===== src/rtl/lcd_seg_pkg.sv =====
package lcd_seg_pkg;

    typedef enum logic [1:0] {
        LVL_SEL_A   = 2'b00,
        LVL_UNSEL_A = 2'b01,
        LVL_UNSEL_B = 2'b10,
        LVL_SEL_B   = 2'b11
    } drive_lvl_e;

    typedef struct packed {
        logic dclk;
        logic load;
    } strobe_t;

    function automatic drive_lvl_e pick_level(input logic en, input logic m, input logic q);
        drive_lvl_e lvl;
        if (!en) begin
            lvl = LVL_SEL_A;
        end else begin
            unique case ({m, q})
                2'b00:   lvl = LVL_UNSEL_A;
                2'b01:   lvl = LVL_SEL_A;
                2'b10:   lvl = LVL_UNSEL_B;
                default: lvl = LVL_SEL_B;
            endcase
        end
        return lvl;
    endfunction

endpackage


===== src/rtl/lcd_seg_fall.sv =====
module lcd_seg_fall
    import lcd_seg_pkg::*;
(
    input  logic    clk,
    input  logic    rst,
    input  strobe_t lvl_in,
    output strobe_t fall
);
    strobe_t prev_q;

    always_ff @(posedge clk) begin
        if (rst) prev_q <= '0;
        else     prev_q <= lvl_in;
    end

    assign fall = prev_q & ~lvl_in;
endmodule


===== src/rtl/lcd_seg_shift.sv =====
module lcd_seg_shift #(
    parameter int NUM_OUT = 80,
    parameter int PAR_W   = 4
) (
    input  logic               clk,
    input  logic               rst,
    input  logic               beat_fall,
    input  logic               load_fall,
    input  logic               chip_dis,
    input  logic               par_mode,
    input  logic               sdi,
    input  logic [PAR_W-2:0]   par_in,
    output logic [NUM_OUT-1:0] shift_q,
    output logic               cas_out
);
    localparam int PAR_BEATS = NUM_OUT / PAR_W;
    localparam int CNT_W     = $clog2(NUM_OUT + 1);

    logic [CNT_W-1:0] cnt_q;
    logic [CNT_W-1:0] term;
    logic             full;
    logic             accept;

    assign term   = par_mode ? CNT_W'(PAR_BEATS) : CNT_W'(NUM_OUT);
    assign full   = (cnt_q >= term);
    assign accept = beat_fall && !chip_dis && !full && !load_fall;

    always_ff @(posedge clk) begin
        if (rst) begin
            cnt_q   <= '0;
            shift_q <= '0;
        end else if (load_fall) begin
            cnt_q <= '0;
        end else if (accept) begin
            cnt_q <= cnt_q + CNT_W'(1);
            if (par_mode) shift_q <= {shift_q[NUM_OUT-PAR_W-1:0], sdi, par_in};
            else          shift_q <= {shift_q[NUM_OUT-2:0], sdi};
        end
    end

    assign cas_out = !full;
endmodule


===== src/rtl/lcd_seg_latch.sv =====
module lcd_seg_latch #(
    parameter int NUM_OUT = 80
) (
    input  logic               clk,
    input  logic               rst,
    input  logic               load_fall,
    input  logic [NUM_OUT-1:0] shift_q,
    output logic [NUM_OUT-1:0] latch_q
);
    always_ff @(posedge clk) begin
        if (rst)            latch_q <= '0;
        else if (load_fall) latch_q <= shift_q;
    end
endmodule


===== src/rtl/lcd_seg_enc.sv =====
module lcd_seg_enc
    import lcd_seg_pkg::*;
#(
    parameter int NUM_OUT = 80,
    parameter bit MIRROR  = 1'b0
) (
    input  logic                 alt_m,
    input  logic                 disp_en,
    input  logic [NUM_OUT-1:0]   latch_q,
    output logic [2*NUM_OUT-1:0] drive_code
);
    for (genvar k = 0; k < NUM_OUT; k++) begin : g_pin
        localparam int SRC = MIRROR ? k : NUM_OUT - 1 - k;
        drive_lvl_e lvl;
        always_comb lvl = pick_level(disp_en, alt_m, latch_q[SRC]);
        assign drive_code[2*k +: 2] = lvl;
    end
endmodule


===== src/rtl/lcd_seg_driver.sv =====
module lcd_seg_driver
    import lcd_seg_pkg::*;
#(
    parameter int NUM_OUT = 80,
    parameter int PAR_W   = 4,
    parameter bit MIRROR  = 1'b0
) (
    input  logic                 clk,
    input  logic                 rst,
    input  logic                 dclk,
    input  logic                 chip_dis,
    input  logic                 load,
    input  logic                 par_mode,
    input  logic                 sdi,
    input  logic [PAR_W-2:0]     par_in,
    input  logic                 alt_m,
    input  logic                 disp_en,
    output logic                 cas_out,
    output logic [2*NUM_OUT-1:0] drive_code
);
    strobe_t              strobe_lvl;
    strobe_t              strobe_fall;
    logic                 load_fall;
    logic [NUM_OUT-1:0]   shift_q;
    logic [NUM_OUT-1:0]   latch_q;

    assign strobe_lvl.dclk = dclk;
    assign strobe_lvl.load = load;
    assign load_fall       = strobe_fall.load;

    lcd_seg_fall u_fall (
        .clk    (clk),
        .rst    (rst),
        .lvl_in (strobe_lvl),
        .fall   (strobe_fall)
    );

    lcd_seg_shift #(.NUM_OUT(NUM_OUT), .PAR_W(PAR_W)) u_shift (
        .clk       (clk),
        .rst       (rst),
        .beat_fall (strobe_fall.dclk),
        .load_fall (load_fall),
        .chip_dis  (chip_dis),
        .par_mode  (par_mode),
        .sdi       (sdi),
        .par_in    (par_in),
        .shift_q   (shift_q),
        .cas_out   (cas_out)
    );

    lcd_seg_latch #(.NUM_OUT(NUM_OUT)) u_latch (
        .clk       (clk),
        .rst       (rst),
        .load_fall (load_fall),
        .shift_q   (shift_q),
        .latch_q   (latch_q)
    );

    lcd_seg_enc #(.NUM_OUT(NUM_OUT), .MIRROR(MIRROR)) u_enc (
        .alt_m      (alt_m),
        .disp_en    (disp_en),
        .latch_q    (latch_q),
        .drive_code (drive_code)
    );
endmodule


===== config.mk =====
export PLATFORM = sky130hd
export DESIGN_NAME = lcd_seg_driver
export DESIGN_NICKNAME = d
export VERILOG_FILES = /design/src/rtl/lcd_seg_pkg.sv /design/src/rtl/lcd_seg_fall.sv /design/src/rtl/lcd_seg_shift.sv /design/src/rtl/lcd_seg_latch.sv /design/src/rtl/lcd_seg_enc.sv /design/src/rtl/lcd_seg_driver.sv
export SDC_FILE = /design/constraint.sdc
export NUM_CORES = 1
export LEC_CHECK = 0
export ABC_AREA = 1
export BUFFER_PORTS_ARGS = -buffer_cell sky130_fd_sc_hd__clkbuf_2
export CAP_MARGIN = 20
export CORE_MARGIN = 5
export CORE_UTILIZATION = 38
export CTS_BUF_LIST = sky130_fd_sc_hd__clkbuf_8
export CTS_CLUSTER_SIZE = 30
export DETAILED_ROUTE_END_ITERATION = 6
export PLACE_DENSITY = 0.67
export SYNTH_ARGS = -nofsm -noshare
export SYNTH_HDL_FRONTEND = slang
export SYNTH_SLANG_ARGS = --single-unit

===== constraint.sdc =====
create_clock -name clk -period 4.55 [get_ports clk]
set_input_delay 0.455 -clock clk [delete_from_list [all_inputs] [get_ports clk]]
set_output_delay 0.455 -clock clk [all_outputs]
set_load 0.01 [all_outputs]

Yosys cells after proc, flatten, opt, wreduce, memory -nomap -nowiden. Index checks and enable logic that the tools add are counted.

$add $sub $neg: 1. $mul: 0. Div/mod/pow operators: 0. Magnitude comparators: 1. Equality and inequality tests: 160. Shift operators: 0. Multiplexer cells: 162. Bitwise operators: 3. Reductions and logical operators: 88.

Operators by type and width (count): case mux 2 bit (3 select lines) (80); == test 2 x 1 -> 1 bit, second input constant (80); == test 2 bit, second input constant (80); zero test 2 bit (80); 2-to-1 mux 2 bit (80); 2-to-1 mux 80 bit (1); adder 7 x 1 -> 7 bit, second input constant (1); >= comparator 7 bit (1); 2-to-1 mux 7 bit (1); logical AND 1 bit (3); zero test 1 bit (3); bitwise AND 2 bit (1); NOT 2 bit (1); AND reduction 2 bit (1); OR reduction 2 bit (1); NOT 1 bit (1).

Register bits: 169. Bits in latches: 0. Memory bits (writable): 0. Memory bits (read-only): 0. Input bits: 12. Logic and storage cells: 420. Memories: 0.

Longest topological paths before layout. Gate-level depths: netlist of the first run.

Depth in word-level cells: 6. Mapped depth: 11. Mapped depth without buffers: 10.

Modules after synthesis. Synthesis of the first run repeated with hierarchy kept, for this count alone.

Cell total of the unflattened synthesis: 1703. Area, all modules: 9813.2 um^2.

Modules (own cells, without submodules): lcd_seg_shift (times used 1, cells each 757, area an instance 4495.6 um^2, seq. area each 1741.7 um^2); lcd_seg_latch (times used 1, cells each 507, area an instance 3265.6 um^2, seq. area each 1601.5 um^2); lcd_seg_enc (times used 1, cells each 429, area an instance 1981.9 um^2, seq. area each 0.0 um^2); lcd_seg_fall (times used 1, cells each 10, area an instance 70.1 um^2, seq. area each 40.0 um^2).

Worst setup path after synthesis of the first run. No wires, ideal clock.

Path type: input port to output port. Start point: input port disp_en. End point: output port drive_code[101]. Arrival time: 2482 ps. Data required time: 4095 ps. Slack: 1613 ps. Stages: 5. Buffers on the path: 3. Cell sequence: clkbuf_1 clkbuf_1 nand2_1 inv_1 buf_4.

Cells in the longest elaborated chain, start to end: 1.

Ends and longest elaborated chain: start: declaration (line lcd_seg_driver.sv:17) `input logic disp_en,`; 2-to-1 mux 2 bit (line lcd_seg_pkg.sv:17) `if (!en) begin`; end: declaration (line lcd_seg_driver.sv:19) `output logic [2*NUM_OUT-1:0] drive_code`.

Every way passes these cells.

Final worst setup path of the first run.
Start point: input port alt_m. End point: output port drive_code[52].

Cells in the longest elaborated chain, start to end: 3. Elaborated cells between the ends (all ways): 5. Classes of those cells: eq/ne (2); mux (2); reduce/logical (1).

Ends and longest elaborated chain: start: declaration (line lcd_seg_driver.sv:16) `input logic alt_m,`; == test 2 bit, or another cell as far along (line lcd_seg_pkg.sv:20) `unique case ({m, q})`; case mux 2 bit (3 select lines) * (line lcd_seg_pkg.sv:20); 2-to-1 mux 2 bit * (line lcd_seg_pkg.sv:17).

Every way passes the cells marked *; elsewhere a longest branch is shown, timed or not.

==> run summary, run 1 <==
outcome: finished clean
DR DRC count: 0
Clock Pin Slew Worst Setup and Hold Paths: 90 ps
initial core utilization: 38.5%
main combinational cell family by area after synthesis: compound AO/OA/AOI/OAI gates
Synth Area in XOR/XNOR: 0%
syn avg cell area: 6.59 um2
CTS tree: built
Setup CP Type: in2out
met3 global-route usage: 3.57%
PortBufs: 172
I/O Pins: 173
via count: 7764
Syn Inst Count: 1313
ant diodes: 0
pwr dens: 344 mW/mm2
sequential-to-total area share from yosys stat: 39.1%
drt pass-1 iters: 5
total grt overflow: 0
CP Capture Type: output pin
nets@finish: 1362
htree depth: 4
Data required, critical path: 4090 ps
final hold violations: 0
postcts setup bufs: 0
Vias/cell: 4.73
setup TNS: 0 ps
Most Used Layer, Global Route: met2
Hold Path Class: in2reg
multi-input logic area: 0.00388 mm2
GRT met2 Usage: 22.6%
Hold WS: 209 ps
Layout Cells excl Fill: 1640
#FFs+latches synth: 169
RSZ-0062 raised after global routing: no
first-pass GRT wire length: 33000 um
synth warn: 0
Final Wtd Congestion: 0.799
Seq. cell area: 0.00338 mm2
Final Slew Violations: 0
post-CTS sizing: 0
CP startpoint kind: primary input
Fin Clk Skew: 11.1 ps
Max-Cap Viols: 0
CTS max path bufs: 2
Die Ht: 161 um
Avg WL per Cell: 12.1 um
worst-margin pin slew: 916 ps
Total GRT Usage: 15.1%
largest net degree at the start of global routing: 114
Final Cycle Share: 55.7%
fill count: 2324
Design Power: 3.26 mW
Compound-Gate Fraction of Synth Area: 23.0%
die area: 0.0259 mm2
hpwl dp: 13300 um
layout cells sized above 1: 16.3%
Max transition margin: 38.9%
Die Wd: 161 um
Critical Path AT: 2080 ps
initial antenna violation count: 0
initial DRC count: 502
max frequency: 0.394 GHz
adder-cell share of the synthesized area: 1.16%
Synth Cell Area: 0.00866 mm2
vias in the first global route: 6801
final wirelength: 19800 um
dpl cells: 1607
CTS sink cnt: 169
Leakage: 4.66 nW
maximum vdd drop: 0.179 mV
Num CTS Buffers: 17
root buffer cell: clkbuf_8
Worst Path Max Fanout: 72
final setup fails: 0
area of the core: 0.0225 mm2
post-route minimum period: 2540 ps
clk_lat worst skew: 460 ps
net count after synthesis: 1333
final antenna-violating net count: 0
area grow syn2layout: 9.44%
synth unique cells: 21
mux cell area share after synthesis: 0.130%
Cell Rows: 55
Post-Synth Simple-Gate Area: 20.4%
Post-CTS Hold Fix Bufs: 0
met1 GRT Util: 21.8%
==> routing by layer <==
metal / up-vias / wire length [um]
met2: 210 / 8190
met3: 22 / 1130
met1: 3353 / 10200
li1: 4179 / -
met5: - / 0
met4: 0 / 248
==> logic make-up after synthesis <==
family / count (synthesis)
and+or+nand+nor: 462
DFF: 169
muxes: 1
buffers and inverters: 275
adders and majority gates: 8
AOI/OAI and AO/OA: 398
==> layout by cell type, fill, tap and decap left out, types with 2 or more instances in the layout <==
cell / n
ha_1: 8
buf_12: 4
nand2_1: 264
clkbuf_2: 171
bufinv_16: 5
o21ai_0: 237
nand4_1: 3
inv_1: 100
a21oi_1: 160
nor2_1: 184
clkbuf_8: 17
buf_4: 7
nand3_1: 6
dfxtp_1: 169
inv_4: 2
inv_6: 4
inv_8: 2
inv_2: 2
==> critical path: stages <==
cell and delay [ps]:
clkbuf_2 200, inv_4 310, buf_4 530, o21ai_0 150, a21oi_1 210, clkbuf_2 170
==> flip-flops by register name, indices dropped and copies added (netlist names) <==
name             count
u_fall.prev_q        2
u_latch.latch_q     80
u_shift.cnt_q        7
u_shift.shift_q     80
==> final cells by class <==
type	instances	share of cell area, %
inverter	103	4.13
multi-input combinational	869	40.9
clock buffer	17	2.47
tap	285	3.76
timing repair buffer	182	10.4
clock inverter	15	2.55
sequential	169	35.7
==> final timing paths <==
check                           start             endpoint  slack [ps]  cells past startpoint
setup / recovery                alt_m       drive_code[52]        2010                      6
hold / removal                   dclk     u_fall.prev_q[1]         210                      3
setup reg to reg     u_shift.cnt_q[6]  u_shift.shift_q[13]        2260                      8
hold reg to reg   u_shift.shift_q[76]  u_latch.latch_q[76]         480                      2
==> where the power goes <==
group | total, mW | internal, mW | switching, mW
logic | 0.417 | 0.140 | 0.278
clock network | 1.26 | 0.670 | 0.593
registers | 1.58 | 1.54 | 0.0393
==> Yosys cell counts <==
master    number  area [um2]
ha_1           8         100
inv_1        101         379
nand3_1        6        30.0
or2_0          1        6.26
clkbuf_1      67         251
nand4_1        3        18.8
or2_2          1        6.26
buf_6          8        90.1
inv_2          2        7.51
nand3_2        1        10.0
nor3b_1        1        7.51
mux2_2         1        11.3
o21ai_0      237        1190
buf_1          5        18.8
nor2_1       185         694
buf_2         14        70.1
nand2_1      264         991
a21oi_1      160         801
buf_4         78         586
dfxtp_1      169        3380
o21bai_1       1        7.51
==> per-stage QoR <==
step / instance area [um2] / worst slack (ps) / utilization (%)
global route: 9470 / 1810 / 42.1
global placement: 8980 / 1630 / 39.9
CTS: 9450 / 1980 / 42.0
finish: 9470 / 2010 / 42.1
floorplan: 8660 / 1610 / -
detailed placement: 8980 / 1560 / 39.9
(Power assumes the default switching activity.)
==> run 2: changes to the inputs <==
ABC_AREA = 0   (was 1)
clock period = 2.5 ns   (was 4.55 ns; I/O delays follow)
==> run 2 against run 1 <==
Against the previous run: the run now ends with DRC left; critical path depth unchanged; design area rose by 1.9%; register-to-register slack got worse by 1700 ps; area after synthesis is 1.2% higher; critical endpoint is now cas_out; largest power group unchanged.
==> run summary, run 2 <==
Seq. cell area: 0.00338 mm2
Final Cycle Share: 80.0%
initial antenna violation count: 0
Fin Clk Skew: 11.8 ps
Setup CP Type: reg2out
Logic pwr share: 12.6%
via count: 6963
Synth top area share: 38.6%
top cells by count, synth: 169 x dfxtp_1, 166 x a21oi_1, 163 x nand2_1
final wirelength: 19900 um
outcome: finished with violations
die area: 0.0262 mm2
Post-CTS Hold Fix Bufs: 0
fill count: 2257
Max transition margin: 52.7%
Total GRT Usage: 14.6%
CP startpoint: u_shift.cnt_q[2]
Leakage: 3.58 nW
biggest regs: u_latch.latch_q x80, u_shift.shift_q x80, u_shift.cnt_q x7
CP startpoint kind: flop
pwr dens: 565 mW/mm2
RSZ-0062 raised after global routing: no
layout cells sized above 1: 20.8%
Num CTS Buffers: 17
part of the power in registers: 51.3%
Die Ht: 162 um
R2R cell count: 7
drt pass-1 iters: 7
CTS max path bufs: 2
CTS tree: built
share of synthesized registers carrying an async set or reset: 0%
final hold violations: 0
I/O Pins: 173
PortBufs: 172
ant diodes: 0
sequential-to-total area share from yosys stat: 38.6%
Vias/cell: 5.08
Worst Setup EP: cas_out
Hold Path Class: in2reg
Avg WL per Cell: 14.5 um
Critical Path AT: 1750 ps
nets@finish: 1094
largest net degree at the start of global routing: 110
#FFs+latches synth: 169
Clock power frac: 36.0%
CP Capture Type: output pin
vias in the first global route: 6414
initial core utilization: 38.7%
Net Sw Frac: 26.5%
Top FF cell, synth: dfxtp_1
Data required, critical path: 2250 ps
syn avg cell area: 8.47 um2
Worst Path Max Fanout: 5
Final Slew Violations: 0
DR DRC count: 2
Final Core Density: 42.6%
postcts setup bufs: 0
max frequency: 0.500 GHz
CTS sink cnt: 169
Cell Rows: 55
EDFF count, synth: 0
Switch Pwr: 1.45 mW
Die Wd: 162 um
hpwl dp: 12800 um
htree depth: 4
most frequent cells in the layout: 169 x clkbuf_2, 169 x dfxtp_1, 166 x a21oi_1
Max-Cap Viols: 0
root buffer cell: clkbuf_8
most frequent cell after synthesis: dfxtp_1
failing checks: DRC
synth top area cells: dfxtp_1 39%, a21oi_1 9.5%, mux2i_1 9.1%, xnor2_1 7.8%, nand2_1 7.0%
setup TNS: 0 ps
final antenna-violating net count: 0
post-route minimum period: 2000 ps
worst-margin pin slew: 710 ps
Synth area leader: dfxtp_1
area grow syn2layout: 10.2%
r2r startpoint: u_shift.cnt_q[6]
synth unique cells: 33
Clock Pin Slew Worst Setup and Hold Paths: 80 ps
area of the core: 0.0226 mm2
multi-input logic area: 0.00440 mm2
net count after synthesis: 1054
Int Pwr: 4.01 mW
Synth Cell Area: 0.00876 mm2
clk_lat worst skew: 460 ps
synth warn: 0
maximum vdd drop: 0.315 mV
final setup fails: 0
capture point of the worst reg-to-reg path: u_shift.shift_q[68]
initial DRC count: 580
first-pass GRT wire length: 32200 um
Final Wtd Congestion: 0.775
Design Power: 5.45 mW
total grt overflow: 0
r2r setup slk: 570 ps
post-CTS sizing: 0
Syn Inst Count: 1034
run 2: cell count changes after synthesis, moves of 81 or more:
cell     change
inv_1       -94
o21ai_0    -234
nand2_1    -101
and2_1      +81
nor2_1     -183
run 2: worst min-delay path by stage:
stage	from	endpoint	slack, ps	cells after the start
floorplan	load	u_fall.prev_q[0]	380	1
global placement	u_shift.shift_q[79]	u_latch.latch_q[79]	440	2
detailed placement	u_shift.shift_q[79]	u_latch.latch_q[79]	450	2
CTS	dclk	u_fall.prev_q[1]	20	2
global route	dclk	u_fall.prev_q[1]	50	2
finish	dclk	u_fall.prev_q[1]	40	2
run 2: final cells by class:
class / instances / area share, %
Clock buffer: 17 / 2.42
Clock inverter: 14 / 1.66
Inverter: 7 / 0.272
Multi-Input combinational cell: 690 / 45.5
Sequential cell: 169 / 35.0
Tap cell: 285 / 3.69
Timing Repair Buffer: 189 / 11.4
run 2: logic make-up after synthesis:
family,share of synthesized area [%]
AO/OA/AOI/OAI,17.2
XOR/XNOR,7.80
AND/OR/NAND/NOR,14.6
flip-flops,38.6
buffers and inverters,11.4
adder cells (fa/ha/maj),1.14
multiplexers,9.27
run 2: power groups by stage:
stage / combinational (mW) / sequential, mW / clock, mW
CTS: 0.699 / 2.80 / 2.02
finish: 0.688 / 2.80 / 1.96
floorplan: 0.562 / 2.84 / 0
global route: 0.756 / 2.81 / 2.13
global placement: 0.690 / 2.86 / 0
detailed placement: 0.696 / 2.86 / 0
run 2: metal layers:
metal	global-route usage (%)	vias to the layer above	routed length, um
met1	20.0	3260	9310
met5	0	-	0
met3	3.17	15	1150
met2	23.3	195	9200
li1	-	3493	-
met4	3.96	0	234
run 2: critical path: stages, from the launching register on:
cell	delay (ps)
dfxtp_1	390
inv_1	60
ha_1	170
nor4b_2	160
a2bb2oi_2	250
inv_2	130
clkbuf_2	150
run 2: through the flow:
stage	setup slack, ps	cells	cell area [um2]	hold slack [ps]
after detailed placement	376	1340	9260	445
after global routing	360	1371	9650	53.1
final	501	1371	9650	44.4
after CTS	450	1371	9650	17.9
after global placement	402	1340	9260	442
after floorplan	178	1034	8760	378
==> run 3: changes to the inputs <==
PLACE_DENSITY = 0.69   (was 0.67)
clock period = 1.7 ns   (was 2.5 ns; I/O delays follow)
==> run 3 against run 2 <==
Against the previous run: the flow finishes with violations (setup timing); flip-flop and latch count stayed put; clock skew is 2.0 ps lower; clock-buffer cell count is 2 higher; largest power group unchanged; core utilization is 2.7 points higher; global-route usage is 0.92 points higher; clock power is 52% higher; non-clock buffer count is 34 higher; sequential power is 47% higher; die area stayed put.
==> run summary, run 3 (synthesis results as in run 2) <==
outcome: finished with violations
failing checks: setup timing
Net Sw Frac: 26.3%
fill count: 2177
post-route minimum period: 1880 ps
Fin Clk Skew: 9.80 ps
Layout Cells excl Fill: 1406
Worst Path Max Fanout: 10
part of the power in registers: 50.3%
Final Slew Violations: 0
initial core utilization: 38.7%
final antenna-violating net count: 0
largest net degree at the start of global routing: 81
ant diodes: 0
Int Pwr: 6.03 mW
dpl cells: 1359
I/O Pins: 173
final setup margin: -181 ps
max frequency: 0.531 GHz
Logic pwr share: 13.3%
final setup fails: 85
Data required, critical path: 2070 ps
initial antenna violation count: 0
first-pass GRT wire length: 33800 um
maximum vdd drop: 0.462 mV
die area: 0.0262 mm2
root buffer cell: clkbuf_8
pre-CTS setup slack: -137 ps
slowest CP cell: dfxtp_2
worst-margin pin slew: 533 ps
area grow syn2layout: 17.3%
Clock Pin Slew Worst Setup and Hold Paths: 90 ps
initial DRC count: 540
Die Wd: 162 um
htree depth: 4
Final Wtd Congestion: 0.750
final hold violations: 0
Critical Path AT: 2250 ps
Die Ht: 162 um
PortBufs: 172
total grt overflow: 0
Num CTS Buffers: 17
CTS sink cnt: 169
Total GRT Usage: 15.5%
Design Power: 8.18 mW
DR DRC count: 0
pwr dens: 796 mW/mm2
Avg WL per Cell: 15.1 um
final wirelength: 21200 um
Final Core Density: 45.4%
worst path bufs/invs: 3
Vias/cell: 5.14
Max transition margin: 64.5%
Max-Cap Viols: 0
hpwl dp: 13300 um
CP startpoint kind: flop
leading cell type in the layout, fill and taps excluded: clkbuf_2
via count: 7221
drt pass-1 iters: 5
worst-path cell chain: ha_4, o21a_1, a2bb2oi_4, buf_4, nor3_4, buf_12, clkbuf_16, a211oi_1
RSZ-0062 raised after global routing: yes
CP Capture Type: flop
area of the core: 0.0226 mm2
Leakage: 3.85 nW
Final Cycle Share: 111%
Cell Rows: 55
nets@finish: 1128
CTS max path bufs: 2
clk_lat worst skew: 460 ps
CTS tree: built
Crit path max-delay family: compound AO/OA/AOI/OAI gates
vias in the first global route: 6713
max incr delay on CP: 340 ps
biggest regs: u_latch.latch_q x80, u_shift.shift_q x80, u_shift.cnt_q x7
most frequent cells in the layout: 168 x clkbuf_2, 167 x dfxtp_1, 163 x nand2_1, 163 x a21oi_1
Clock power frac: 36.3%
Setup CP Type: reg2reg
layout cells sized above 1: 24.4%
Switch Pwr: 2.15 mW
Hold Path Class: in2reg
run 3: power groups by stage:
stage                     combinational, mW  sequential, mW  clock [mW]
final                                  1.09            4.12        2.97
after global placement                 1.06            4.21           0
after floorplan                       0.827            4.18           0
after global routing                   1.19            4.13        3.22
after detailed placement               1.07            4.21           0
after CTS                              1.08            4.11        3.04
run 3: per-stage QoR:
| stage | instance area [um2] | hold slack, ps | TNS (ps) |
|---|---|---|---|
| final | 10300 | 40.8 | -7600 |
| after global routing | 10300 | 25.2 | -13090 |
| after CTS | 10100 | 19.2 | -8430 |
| after detailed placement | 9500 | 461 | -5010 |
| after global placement | 9500 | 441 | -2020 |
| after floorplan | 8770 | 298 | 0 |
run 3: final cells by class:
cell class | count | area, um2 | area share, %
multi-input combinational | 690 | 4490 | 43.8
sequential | 169 | 3390 | 33.0
timing repair buffer | 223 | 1590 | 15.5
tap | 285 | 357 | 3.47
clock buffer | 19 | 262 | 2.55
clock inverter | 13 | 154 | 1.50
inverter | 7 | 28.8 | 0.280
run 3: worst paths after layout:
check	startpoint	to	slack, ps	cells past startpoint
setup / recovery	u_shift.cnt_q[6]	u_shift.shift_q[75]	-180	8
hold / removal	par_in[0]	u_shift.shift_q[0]	40	3
setup reg to reg	u_shift.cnt_q[6]	u_shift.shift_q[75]	-180	8
hold reg to reg	u_latch.latch_q[78]	u_latch.latch_q[78]	470	2
run 3: worst register-to-register path, cell delays in order, from the launching register on:
cell and delay, ps:
dfxtp_2 340, ha_4 250, o21a_1 160, a2bb2oi_4 190, buf_4 200, nor3_4 60
buf_12 160, clkbuf_16 170, a211oi_1 250
run 3: per-layer routing:
layer	share of wire [%]	global-route usage, %
met5	0	0
met4	1.8	5.04
met3	5.9	3.45
met2	48	26.2
met1	45	19.7
run 3: timing repair:
item,in CTS,in global routing
endpoints found under the setup margin,85,87
endpoints found under the hold margin,2,0
setup buffers,5,1
hold buffers,2,0
pin swaps,3,3
resized for setup,12,16
gates cloned,3,4
